$ cat src/rtl/sdhc_irq_pkg.sv
package sdhc_irq_pkg;
  localparam int DW    = 32;
  localparam int IDX_W = 4;

  localparam logic [IDX_W-1:0] IX_CTRL  = 4'd0;
  localparam logic [IDX_W-1:0] IX_MASK  = 4'd1;
  localparam logic [IDX_W-1:0] IX_RAW   = 4'd2;
  localparam logic [IDX_W-1:0] IX_MSTAT = 4'd3;
  localparam logic [IDX_W-1:0] IX_STAT  = 4'd4;
  localparam logic [IDX_W-1:0] IX_DMA   = 4'd5;
  localparam logic [IDX_W-1:0] IX_BYTES = 4'd6;
  localparam logic [IDX_W-1:0] IX_BLK   = 4'd7;
  localparam logic [IDX_W-1:0] IX_TMO   = 4'd8;
  localparam logic [IDX_W-1:0] IX_REM   = 4'd9;

  localparam logic [DW-1:0] CTRL_RST = 32'h0000_0300;
  localparam logic [DW-1:0] STAT_RST = 32'h0000_0100;
  localparam logic [DW-1:0] TMO_RST  = 32'hFFFF_FF40;
  localparam logic [DW-1:0] BLK_RST  = 32'h0000_0200;

  localparam int BIT_IRQ_EN = 4;
  localparam int BIT_DONE   = 3;
  localparam int BIT_INS    = 30;
  localparam int BIT_OUT    = 31;
  localparam int ST_CARD    = 8;
  localparam int ST_READY   = 17;
  localparam int ST_EMPTY   = 2;
  localparam int CTRL_SC_W  = 3;
  localparam int DMA_CLR_W  = 10;

  // clear-by-one, then set: a set in the same cycle wins
  function automatic logic [DW-1:0] w1c_next(input logic [DW-1:0] cur,
                                             input logic [DW-1:0] clr,
                                             input logic [DW-1:0] set);
    return (cur & ~clr) | set;
  endfunction
endpackage

$ cat src/rtl/sdhc_raw_bank.sv
module sdhc_raw_bank
  import sdhc_irq_pkg::*;
(
  input  logic          clk,
  input  logic          rst_n,
  input  logic          clr_we,
  input  logic [DW-1:0] clr_data,
  input  logic [DW-1:0] set_vec,
  input  logic [DW-1:0] knock_vec,
  input  logic          mask_we,
  input  logic [DW-1:0] mask_data,
  input  logic          irq_en,
  output logic [DW-1:0] raw_q,
  output logic [DW-1:0] mask_q,
  output logic          irq
);
  logic [DW-1:0] clr_eff;
  logic [DW-1:0] masked;

  assign clr_eff = (clr_we ? clr_data : '0) | knock_vec;
  assign masked  = raw_q & mask_q;
  assign irq     = irq_en & (|masked);

  always_ff @(posedge clk or negedge rst_n) begin
    if (!rst_n) begin
      raw_q  <= '0;
      mask_q <= '0;
    end else begin
      raw_q <= w1c_next(raw_q, clr_eff, set_vec);
      if (mask_we) mask_q <= mask_data;
    end
  end


  set_wins_chk: assert property (@(posedge clk) disable iff (!rst_n)
    (|set_vec) |=> ((raw_q & $past(set_vec)) == $past(set_vec)));

  sw_clear_chk: assert property (@(posedge clk) disable iff (!rst_n)
    (clr_we && set_vec == '0) |=> ((raw_q & $past(clr_data)) == '0));
endmodule

$ cat src/rtl/sdhc_xfer_count.sv
module sdhc_xfer_count #(
  parameter int CW = 32,
  parameter int BW = 8
) (
  input  logic          clk,
  input  logic          rst_n,
  input  logic          load,
  input  logic [CW-1:0] load_val,
  input  logic          beat,
  input  logic [BW-1:0] beat_bytes,
  output logic [CW-1:0] rem_q,
  output logic          zero_hit
);
  localparam int PAD = CW - BW;

  function automatic logic [CW-1:0] sat_sub(input logic [CW-1:0] a,
                                            input logic [CW-1:0] b);
    return (a > b) ? (a - b) : '0;
  endfunction

  logic [CW-1:0] step;
  logic [CW-1:0] after_beat;

  assign step       = {{PAD{1'b0}}, beat_bytes};
  assign after_beat = sat_sub(rem_q, step);
  assign zero_hit   = beat && !load && (after_beat == '0);

  always_ff @(posedge clk or negedge rst_n) begin
    if (!rst_n)     rem_q <= '0;
    else if (load)  rem_q <= load_val;
    else if (beat)  rem_q <= after_beat;
  end


  no_wrap_chk: assert property (@(posedge clk) disable iff (!rst_n)
    (beat && !load) |=> (rem_q <= $past(rem_q)));

  zero_hit_chk: assert property (@(posedge clk) disable iff (!rst_n)
    zero_hit |=> (rem_q == '0));
endmodule

$ cat src/rtl/sdhc_ctrl_regs.sv
module sdhc_ctrl_regs
  import sdhc_irq_pkg::*;
(
  input  logic             clk,
  input  logic             rst_n,
  input  logic             we,
  input  logic [IDX_W-1:0] idx,
  input  logic [DW-1:0]    wdata,
  input  logic             ins_ev,
  input  logic             out_ev,
  input  logic [DW-1:0]    dma_set,
  output logic [DW-1:0]    ctrl_q,
  output logic [DW-1:0]    stat_q,
  output logic [DW-1:0]    dma_q,
  output logic [DW-1:0]    bytes_q,
  output logic [DW-1:0]    blk_q,
  output logic [DW-1:0]    tmo_q
);
  localparam logic [DW-1:0] SC_MASK  = DW'((1 << CTRL_SC_W) - 1);
  localparam logic [DW-1:0] DMA_WIN  = DW'((1 << DMA_CLR_W) - 1);

  logic [DW-1:0] stat_clr;
  logic [DW-1:0] dma_clr;
  logic [DW-1:0] stat_w1c;

  assign stat_clr = (we && idx == IX_STAT) ? wdata : '0;
  assign dma_clr  = (we && idx == IX_DMA) ? (wdata & DMA_WIN) : '0;
  assign stat_w1c = stat_q & ~stat_clr;

  always_ff @(posedge clk or negedge rst_n) begin
    if (!rst_n) begin
      ctrl_q  <= CTRL_RST;
      stat_q  <= STAT_RST;
      dma_q   <= '0;
      bytes_q <= BLK_RST;
      blk_q   <= BLK_RST;
      tmo_q   <= TMO_RST;
    end else begin
      if (we && idx == IX_CTRL)  ctrl_q  <= wdata & ~SC_MASK;
      if (we && idx == IX_BYTES) bytes_q <= wdata;
      if (we && idx == IX_BLK)   blk_q   <= wdata;
      if (we && idx == IX_TMO)   tmo_q   <= wdata;
      dma_q <= w1c_next(dma_q, dma_clr, dma_set);
      stat_q <= stat_w1c;
      if (ins_ev)      stat_q[ST_CARD] <= 1'b1;
      else if (out_ev) stat_q[ST_CARD] <= 1'b0;
    end
  end


  ctrl_selfclr_chk: assert property (@(posedge clk) disable iff (!rst_n)
    (we && idx == IX_CTRL) |=> (ctrl_q[CTRL_SC_W-1:0] == '0));

  dma_high_keep_chk: assert property (@(posedge clk) disable iff (!rst_n)
    (we && idx == IX_DMA && dma_set == '0) |=> $stable(dma_q[DW-1:DMA_CLR_W]));

  card_status_chk: assert property (@(posedge clk) disable iff (!rst_n)
    ins_ev |=> stat_q[ST_CARD]);
endmodule

$ cat src/rtl/sdhc_irq_regs.sv
module sdhc_irq_regs
  import sdhc_irq_pkg::*;
(
  input  logic             clk,
  input  logic             rst_n,
  input  logic             reg_we,
  input  logic [IDX_W-1:0] reg_idx,
  input  logic [DW-1:0]    reg_wdata,
  output logic [DW-1:0]    reg_rdata,
  input  logic [DW-1:0]    ev_set,
  input  logic             card_insert,
  input  logic             card_remove,
  input  logic [DW-1:0]    dma_set,
  input  logic             beat_valid,
  input  logic [7:0]       beat_bytes,
  input  logic             data_ready,
  output logic             irq
);
  logic          ins_ev, out_ev, zero_hit;
  logic [DW-1:0] set_vec, knock_vec;
  logic [DW-1:0] raw_q, mask_q, ctrl_q, stat_q, dma_q, bytes_q, blk_q, tmo_q, rem_q;
  logic [DW-1:0] stat_view;

  // insertion has priority when both card events arrive together
  assign ins_ev = card_insert;
  assign out_ev = card_remove & ~card_insert;

  always_comb begin
    set_vec   = ev_set;
    knock_vec = '0;
    set_vec[BIT_DONE] = ev_set[BIT_DONE] | zero_hit;
    if (ins_ev) begin
      set_vec[BIT_INS]   = 1'b1;
      knock_vec[BIT_OUT] = 1'b1;
    end else if (out_ev) begin
      set_vec[BIT_OUT]   = 1'b1;
      knock_vec[BIT_INS] = 1'b1;
    end
  end

  sdhc_raw_bank u_raw (
    .clk(clk), .rst_n(rst_n),
    .clr_we(reg_we && (reg_idx == IX_RAW || reg_idx == IX_MSTAT)),
    .clr_data(reg_wdata), .set_vec(set_vec), .knock_vec(knock_vec),
    .mask_we(reg_we && reg_idx == IX_MASK), .mask_data(reg_wdata),
    .irq_en(ctrl_q[BIT_IRQ_EN]), .raw_q(raw_q), .mask_q(mask_q), .irq(irq)
  );

  sdhc_xfer_count #(.CW(DW), .BW(8)) u_cnt (
    .clk(clk), .rst_n(rst_n),
    .load(reg_we && reg_idx == IX_BYTES), .load_val(reg_wdata),
    .beat(beat_valid), .beat_bytes(beat_bytes),
    .rem_q(rem_q), .zero_hit(zero_hit)
  );

  sdhc_ctrl_regs u_ctl (
    .clk(clk), .rst_n(rst_n), .we(reg_we), .idx(reg_idx), .wdata(reg_wdata),
    .ins_ev(ins_ev), .out_ev(out_ev), .dma_set(dma_set),
    .ctrl_q(ctrl_q), .stat_q(stat_q), .dma_q(dma_q),
    .bytes_q(bytes_q), .blk_q(blk_q), .tmo_q(tmo_q)
  );

  always_comb begin
    stat_view = stat_q;
    if (data_ready) stat_view[ST_READY] = 1'b1;
    else            stat_view[ST_EMPTY] = 1'b1;
  end

  always_comb begin
    case (reg_idx)
      IX_CTRL:  reg_rdata = ctrl_q;
      IX_MASK:  reg_rdata = mask_q;
      IX_RAW:   reg_rdata = raw_q;
      IX_MSTAT: reg_rdata = raw_q & mask_q;
      IX_STAT:  reg_rdata = stat_view;
      IX_DMA:   reg_rdata = dma_q;
      IX_BYTES: reg_rdata = bytes_q;
      IX_BLK:   reg_rdata = blk_q;
      IX_TMO:   reg_rdata = tmo_q;
      IX_REM:   reg_rdata = rem_q;
      default:  reg_rdata = '0;
    endcase
  end


  insert_raw_chk: assert property (@(posedge clk) disable iff (!rst_n)
    card_insert |=> (raw_q[BIT_INS] && !raw_q[BIT_OUT]));

  irq_gate_chk: assert property (@(posedge clk) disable iff (!rst_n)
    (reg_we && reg_idx == IX_CTRL && !reg_wdata[BIT_IRQ_EN]) |=> !irq);

  done_flag_chk: assert property (@(posedge clk) disable iff (!rst_n)
    zero_hit |=> raw_q[BIT_DONE]);
endmodule

$ cat config.mk
export PLATFORM = sky130hd
export DESIGN_NAME = sdhc_irq_regs
export DESIGN_NICKNAME = d
export VERILOG_FILES = /design/src/rtl/sdhc_irq_pkg.sv /design/src/rtl/sdhc_raw_bank.sv /design/src/rtl/sdhc_xfer_count.sv /design/src/rtl/sdhc_ctrl_regs.sv /design/src/rtl/sdhc_irq_regs.sv
export SDC_FILE = /design/constraint.sdc
export NUM_CORES = 1
export LEC_CHECK = 0
export CAP_MARGIN = 20
export CORE_MARGIN = 4
export CORE_UTILIZATION = 40
export CTS_CLUSTER_SIZE = 40
export DETAILED_ROUTE_END_ITERATION = 8
export PLACE_DENSITY_LB_ADDON = 0.05
export RECOVER_POWER = 25
export SLEW_MARGIN = 20
export SYNTH_ARGS = -nofsm -noshare
export SYNTH_HDL_FRONTEND = slang
export SYNTH_SLANG_ARGS = --single-unit
export TNS_END_PERCENT = 1
$ cat constraint.sdc
create_clock -name clk -period 6.9 [get_ports clk]
set_input_delay 1.035 -clock clk [delete_from_list [all_inputs] [get_ports clk]]
set_output_delay 1.035 -clock clk [all_outputs]
set_load 0.02 [all_outputs]
# Word-level counts from Yosys, hierarchy flattened
# Cells that the tools add are included.
dict set report totals {
  regBits 285
  output_inout_bits 33
  word_cells 67
}
dict set report classes {
  n_addsub 1
  magnitude_cmp 1
  n_eq_ne 9
  mux 17
  bitwise_logic 14
  reduce_logical 16
}
# operator n
set ops {}
lappend ops {{case mux 32 bit (10 select lines)} 1}
lappend ops {{2-to-1 mux 32 bit} 5}
lappend ops {{bitwise AND 32 bit} 4}
lappend ops {{inverter 32 bit} 3}
lappend ops {{OR 32 bit} 3}
lappend ops {{greater-than comparator 32 x 8 -> 1 bit} 1}
lappend ops {{logical NOT 32 bit} 1}
lappend ops {{OR reduction 32 bit} 1}
lappend ops {{subtractor 32 x 8 -> 32 bit} 1}
lappend ops {{equality test 4 x 3 -> 1 bit, second input constant} 4}
lappend ops {{logical AND 1 bit} 10}
lappend ops {{2-to-1 mux 1 bit} 10}
lappend ops {{2-to-1 mux 10 bit} 1}
lappend ops {{equality test 4 x 2 -> 1 bit, second input constant} 2}
lappend ops {{equality test 4 bit, second input constant} 2}
lappend ops {{equality test 4 x 1 -> 1 bit, second input constant} 1}
lappend ops {{logical NOT 4 bit} 1}
lappend ops {{bitwise AND 1 bit} 2}
lappend ops {{nonzero test 2 bit} 1}
lappend ops {{logical NOT 1 bit} 1}
lappend ops {{logical OR 1 bit} 1}
lappend ops {{inverter 1 bit} 1}
lappend ops {{OR 1 bit} 1}

# Longest topological paths before layout
# Gate-level depths: netlist of the first run.
dict set report logic_depth {
  depth_word 8
  ltp_mapped 12
  depth_no_buf 10
}

# Cells and area by module
# A second synthesis of the first run with hierarchy kept.
dict set report hier_totals {
  cells_unflattened 1318
  hier_area_um2 14476.4
}
# module n_inst cells_each area_each_um2
set modules_own_cells {}
lappend modules_own_cells {sdhc_ctrl_regs 1 424 7069.3}
lappend modules_own_cells {sdhc_raw_bank 1 220 2685.1}
lappend modules_own_cells {sdhc_xfer_count 1 340 2541.2}
lappend modules_own_cells {sdhc_irq_regs 1 334 2180.8}

# Worst setup path after synthesis of the first run
# No wires, ideal clock.
dict set report synth_path {
  path_type {input to output}
  startpoint {input reg_idx[1]}
  endpoint {output reg_rdata[4]}
  arrival_ps 2624
  setup_slack_ps 3241
  path_stages 8
  path_buffers 2
  path_cell_list {clkbuf_1 inv_1 nor3_1 clkbuf_1 a222oi_1 nand2_1 a21oi_1 o21ai_0}
}
dict set report synth_via {
  elab_chain_cells 2
  word_cells_on_any_way 11
}
# item line_no
set synth_lines {}
lappend synth_lines {{start: declaration} sdhc_irq_regs.sv:7} ;# input logic [IDX_W-1:0] reg_idx,
lappend synth_lines {{equality test 4 bit, or another cell as far along} sdhc_irq_regs.sv:70} ;# case (reg_idx)
lappend synth_lines {{case mux 32 bit (10 select lines) *} sdhc_irq_regs.sv:70}
lappend synth_lines {{end: declaration} sdhc_irq_regs.sv:9} ;# output logic [DW-1:0] reg_rdata,
# Mark *: on every way between the ends. The rest lies on a longest branch, timed or not.

# Final worst setup path of the first run
dict set report layout_path {
  startpoint {input reg_idx[0]}
  endpoint {output reg_rdata[8]}
}
# The elaborated chain is that of the path after synthesis.

==> flow_summary_export.csv, run 1 <==
group,metric,value,unit
cts,h-tree-depth,2,
synth,synth-seq-cells,285,
synth,synth_top_cell_area_share,46.9,%
worst_hold_path,min-delay-start,"u_ctl.bytes_q[9]",
grt,grt_use_total,27.0,%
sta,finalCritPeriodShare,75.3,%
power,clockPowerShare,34.9,%
sta,setup_tns,0,ns
cts,insertion_delay,0.51,ns
synth,synthTopCellsByCount,"dfrtp_1 (255), nand2_1 (174), mux2_2 (125)",
cts,cts_root_buffer,"clkbuf_16",
critical_path,endpoint,"reg_rdata[8]",
sta,period_minus_slack,5.20,ns
cts,hold_buffers,0,
cts,cts_buffer_depth,3,
power,ir_drop,0.188,mV
worst_hold_path,min_path_type,"reg -> reg",
synth,synth_warnings,0,
synth,synth_most_common_cell,"dfrtp_1",
drt,wl,50300,µm
drt,vias_per_cell,6.12,
power,pwr-share-comb,21.5,%
placement,dp.cells,1802,
synth,synth-edff-count,0,
critical_path,max_stage_delay,0.81,ns
floorplanning,initial_core_util,40.6,%
synth,syn-num-nets,1393,
power,powerDensity,316,nW/µm²
sta,fin_worst_skew,0.0151,ns
sta,rsz0062_at_grt,"false",
grt,grt_overflow_total,0,
grt,grt_pass1_wl,75300,µm
sta,drv_slew,68,
synth,ys.flop_type,"dfrtp_1",
synth,synth_top_cell_by_area,"dfrtp_1",
grt,grt_pass1_vias,11500,
sta,setup_viol,0,
drt,avgRoutedWirePerCell,27.0,µm
grt,antenna_found_initial,3,
status,failed_checks,"capacitance limit, slew limit",
grt,grt_max_degree,147,
power,p_int,0.00363,W
critical_path,ff2ff_setup_slack,2.94,ns
critical_path,critPathRequiredTime,5.86,ns
critical_path,worst_r2r_endpoint,"u_cnt.rem_q[28]",
sta,worstMarginPinSlew,3.91,ns
cts,cts.repair.resized,0,
power,power.switching,0.00166,W
floorplanning,rows,67,
floorplanning,dieWidth,193,µm
synth,ys_top_cells_by_area,"dfrtp_1 (47%), mux2_2 (10%), dfstp_2 (5.8%), nand2_1 (4.8%), a222oi_1 (4.2%)",
power,pwr-share-seq,43.7,%
synth,synthCells,1269,
critical_path,cp_num_cells,6,
critical_path,crit_chain,"clkdlybuf4s50_1, and3_1, buf_4, a21oi_1, o2111ai_1, clkdlybuf4s50_1",
cts,cts_tree,"built",
placement,gp_congestion,0.862,
flow_run,maxCapViolations,1,
synth,async_flop_share,100,%
synth,synth_area,13600,µm²
critical_path,end_kind,"primary output",
cts,cts_setup_buffers,0,
floorplanning,die-area,37100,µm²
synth,ys_seq_area_share,52.6,%
placement,port-buffer-count,147,
drt,ant_nets,0,
critical_path,cp-start-kind,"input port",
status,status,"finished with violations",
critical_path,crit_fanout,14,
cts,clock_sinks,285,
critical_path,critPathTopFamily,"buffers and inverters",
floorplanning,io_pins,148,
cts,clk_pin_slew,0.06,ns
critical_path,r2r_cells,8,
power,leakagePower,6.72,nW
critical_path,crit_top_cell,"clkdlybuf4s50_1",
finish,num-nets-final,1514,
drt,drc,0,
sta,max_slew_margin,-161,%
critical_path,path_class,"in -> out",
placement,dpl-instance-area,15600,µm²
floorplanning,chipHeight,193,µm
sta,finalHoldViolations,0,
critical_path,slowest_stage,"clkdlybuf4s50_1",
cts,numCtsBuffers,34,
drt,drt-initial-drc-count,1197,
finish,drive_above_1_share,19.6,%
drt,vias,11400,
drt,firstDrtPassIters,9,
synth,ys_types,60,
synth,syn_avg_cell_area,10.7,µm²
critical_path,crit_arrival,4.16,ns
finish,syn_to_final_growth,22.8,%
placement,hpwlAfterDp,33800,µm
critical_path,crit_path_start,"reg_idx[0]",
critical_path,regToRegStartpoint,"u_cnt.rem_q[10]",
floorplanning,coreArea,33500,µm²
critical_path,crit_buf_inv,3,
sta,max_freq,192,MHz
finish,finalNonFillerCells,1865,
finish,final_cell_area,16700,µm²
power,swShare,31.3,%
final cells by class:
type                    count  area [µm²]
repair buffers            172        1690
diodes                      1        2.50
flip-flops and latches    285        7170
multi-input cells         860        5990
fillers                  3089       16800
well taps                 448         561
inverters                  37         139
clock buffers              54        1100
clock inverters             8        68.8
state kept, by name, indices dropped and copies added, names as in the netlist:
register       count
u_cnt.rem_q       32
u_ctl.blk_q       32
u_ctl.bytes_q     32
u_ctl.dma_q       32
u_ctl.stat_q      32
u_ctl.tmo_q       32
u_raw.mask_q      32
u_raw.raw_q       32
u_ctl.ctrl_q      29
power by group through the flow:
| stage | logic, W | registers [W] | clock network (W) |
|---|---|---|---|
| finish | 0.00113 | 0.00231 | 0.00184 |
| global route | 0.00125 | 0.00233 | 0.00194 |
| CTS | 0.00114 | 0.00229 | 0.00188 |
| detailed placement | 0.00113 | 0.00232 | 0 |
| global placement | 0.00112 | 0.00232 | 0 |
| floorplan | 0.000763 | 0.00216 | 0 |
cells by family (layout without fill, tap and decap cells):
| group | Yosys count | after routing | share of synthesized area [%] |
|---|---|---|---|
| compound gates | 367 | 367 | 19.9 |
| simple gates | 350 | 350 | 12.0 |
| flops | 285 | 285 | 52.6 |
| mux | 125 | 125 | 10.3 |
| buf+inv | 124 | 271 | 3.65 |
| fa+ha+maj | 9 | 9 | 0.882 |
| xor+xnor | 9 | 9 | 0.579 |
| other cells | 0 | 1 | 0 |
through the flow:
| step | power (W) | worst slack (ns) | hold slack (ns) | utilization, % |
|---|---|---|---|---|
| 2_1_floorplan | 0.00292 | 3.24 | 0.436 | - |
| 3_3_place_gp | 0.00344 | 1.86 | 0.447 | 46.4 |
| 3_5_place_dp | 0.00345 | 1.81 | 0.450 | 46.4 |
| 4_1_cts | 0.00531 | 1.79 | 0.460 | 49.9 |
| 5_1_grt | 0.00552 | 1.63 | 0.488 | 49.9 |
| 6_report | 0.00528 | 1.70 | 0.458 | 49.9 |
how the worst min path moves through the flow:
stage,end,cells past startpoint,slack [ns]
floorplan,u_ctl.dma_q[12],1,0.44
CTS,u_ctl.bytes_q[9],2,0.46
detailed placement,u_ctl.bytes_q[9],2,0.45
global route,u_ctl.bytes_q[16],2,0.49
finish,u_ctl.bytes_q[9],2,0.46
global placement,u_ctl.bytes_q[9],2,0.45
layer usage:
metal | up-vias | share of wire [%] | global-route usage [%]
li1 | 4997 | - | -
met1 | 5831 | 43 | 37.4
met2 | 522 | 47 | 43.7
met3 | 66 | 7.7 | 5.39
met4 | 4 | 2.2 | 6.94
met5 | - | 0.044 | 0
layout by cell type, fill, tap and decap left out, types with 24 or more instances in the layout:
cell and n:
dfstp_2 30, nor2_1 43, a21o_1 47, a222oi_1 57
clkdlybuf4s50_1 124, clkbuf_16 37, a21oi_1 59, nand2_1 173
dfrtp_1 255, a22oi_1 37, mux2_2 125, inv_1 36
or2_2 24, o21ai_0 39, a21boi_0 35
worst reg2reg max path, cell delays in order, from the launching register on:
cell and delay [ns]:
dfrtp_1 0.52, or4_1 0.74, or4_4 0.57, or4_4 0.53, a21oi_4 0.39, buf_4 0.35
nand2b_1 0.35, o221ai_1 0.21, o21a_1 0.18
(Power assumes the default switching activity.)
==> run 2: changes to the inputs <==
Clock period 6.9 ns to 5.1 ns, I/O delays scaled along.
==> flow_summary_export.csv, run 2 (synthesis gave the netlist of run 1 again) <==
group,metric,value,unit
status,status,"finished with violations",
status,failed_checks,"capacitance limit, slew limit",
sta,worstMarginPinSlew,2.87,ns
critical_path,worst_r2r_endpoint,"u_cnt.rem_q[19]",
floorplanning,dieWidth,193,µm
drt,avgRoutedWirePerCell,26.8,µm
cts,cts_buffer_depth,3,
finish,syn_to_final_growth,23.6,%
drt,drt-initial-drc-count,1060,
placement,port-buffer-count,147,
placement,pre_cts_ws,0.667,ns
cts,numCtsBuffers,35,
critical_path,end_kind,"primary output",
drt,drc,0,
placement,gp_congestion,0.877,
cts,clk_pin_slew,0.05,ns
floorplanning,io_pins,148,
critical_path,crit_arrival,3.71,ns
sta,holdWs,0.240,ns
sta,max_slew_margin,-91.2,%
critical_path,r2r_cells,7,
drt,vias,11400,
floorplanning,coreArea,33500,µm²
grt,grt_use_total,27.0,%
cts,cts_setup_buffers,0,
finish,fillers,3095,
critical_path,ff2ff_setup_slack,1.19,ns
cts,cts.repair.resized,0,
cts,h-tree-depth,2,
flow_run,maxCapViolations,2,
power,leakagePower,6.79,nW
placement,dp.cells,1816,
placement,hpwlAfterDp,34900,µm
floorplanning,die-area,37100,µm²
cts,insertion_delay,0.51,ns
finish,final_common_cell,"dfrtp_1",
critical_path,critPathRequiredTime,4.34,ns
sta,fin_ws,0.623,ns
drt,vias_per_cell,6.05,
critical_path,crit_path_start,"reg_idx[1]",
cts,hold_buffers,0,
grt,grt_max_degree,87,
floorplanning,rows,67,
finish,most-common-layout-cells,"dfrtp_1 (255), nand2_1 (173), mux2_2 (125), clkdlybuf4s50_1 (124), a21oi_1 (59)",
sta,max_freq,223,MHz
drt,wl,50300,µm
power,ir_drop,0.197,mV
grt,grt_pass1_vias,11400,
critical_path,path_class,"in -> out",
sta,fin_worst_skew,0.0147,ns
cts,clock_sinks,285,
grt,grt_overflow_total,0,
cts,cts_root_buffer,"clkbuf_16",
placement,dpl-instance-area,15600,µm²
finish,num-nets-final,1529,
worst_hold_path,min_path_type,"in -> async",
floorplanning,initial_core_util,40.6,%
critical_path,cp-start-kind,"input port",
sta,period_minus_slack,4.48,ns
cts,cts_tree,"built",
grt,grt_pass1_wl,74600,µm
drt,ant_nets,0,
critical_path,endpoint,"reg_rdata[4]",
finish,drive_above_1_share,20.1,%
sta,setup_tns,0,ns
sta,drv_slew,95,
sta,rsz0062_at_grt,"false",
sta,setup_viol,0,
critical_path,regToRegStartpoint,"u_cnt.rem_q[10]",
grt,antenna_found_initial,1,
finish,final_cell_area,16800,µm²
power,powerDensity,428,nW/µm²
drt,firstDrtPassIters,8,
floorplanning,chipHeight,193,µm
sta,finalHoldViolations,0,
sta,finalCritPeriodShare,87.8,%
critical_path,crit_fanout,10,
finish,finalNonFillerCells,1880,
==> run 2: cell types whose count changed in the layout (fill, tap and decap cells not counted), sizes merged <==
| cell | before | now |
|---|---|---|
| buf | 25 | 38 |
| bufinv | 1 | 3 |
| clkbuf | 55 | 56 |
| clkinv | 8 | 7 |
==> run 2: power by group <==
group / switching (W) / total, W / internal (W)
logic: 0.000821 / 0.00151 / 0.000693
registers: 0.000432 / 0.00312 / 0.00269
clock network: 0.000969 / 0.00256 / 0.00160
total: 0.00222 / 0.00720 / 0.00498
==> run 2: cell type report <==
type | instances | area [µm²] | share of cell area [%]
clock inverters | 9 | 124 | 0.736
clock buffers | 54 | 1070 | 6.36
inverters | 37 | 139 | 0.825
well taps | 448 | 561 | 3.33
diodes | 1 | 2.50 | 0.0149
repair buffers | 186 | 1770 | 10.5
multi-input cells | 860 | 5990 | 35.6
flip-flops and latches | 285 | 7170 | 42.6
==> run 2: through the flow <==
step | util [%] | power [W]
floorplan | - | 0.00395
global placement | 46.7 | 0.00464
detailed placement | 46.7 | 0.00466
CTS | 50.2 | 0.00724
global route | 50.2 | 0.00753
finish | 50.2 | 0.00720
==> run 2: metal layers <==
layer  wire length [µm]  share of wire, %  global-route usage, %
met3               3290               6.5                   3.85
met5                  0                 0                      0
met1              22100                44                   38.4
met4               1780               3.5                   9.38
met2              23100                46                   42.4
==> run 2: how the worst min path moves through the flow <==
stage	start	endpoint	slack, ns
6_report	rst_n	u_ctl.dma_q[26]	0.24
3_5_place_dp	u_ctl.bytes_q[9]	u_ctl.bytes_q[9]	0.46
2_1_floorplan	u_ctl.dma_q[12]	u_ctl.dma_q[12]	0.44
3_3_place_gp	u_ctl.bytes_q[9]	u_ctl.bytes_q[9]	0.45
4_1_cts	rst_n	u_cnt.rem_q[25]	0.29
5_1_grt	rst_n	u_ctl.dma_q[26]	0.30
==> run 2: worst max-delay path: stages <==
cell and delay (ns):
clkdlybuf4s50_1 0.70, inv_1 0.21, nor3_2 0.62, buf_4 0.30, a222oi_1 0.10, nand2_1 0.10
a21oi_1 0.04, o21ai_0 0.18, clkdlybuf4s50_1 0.69
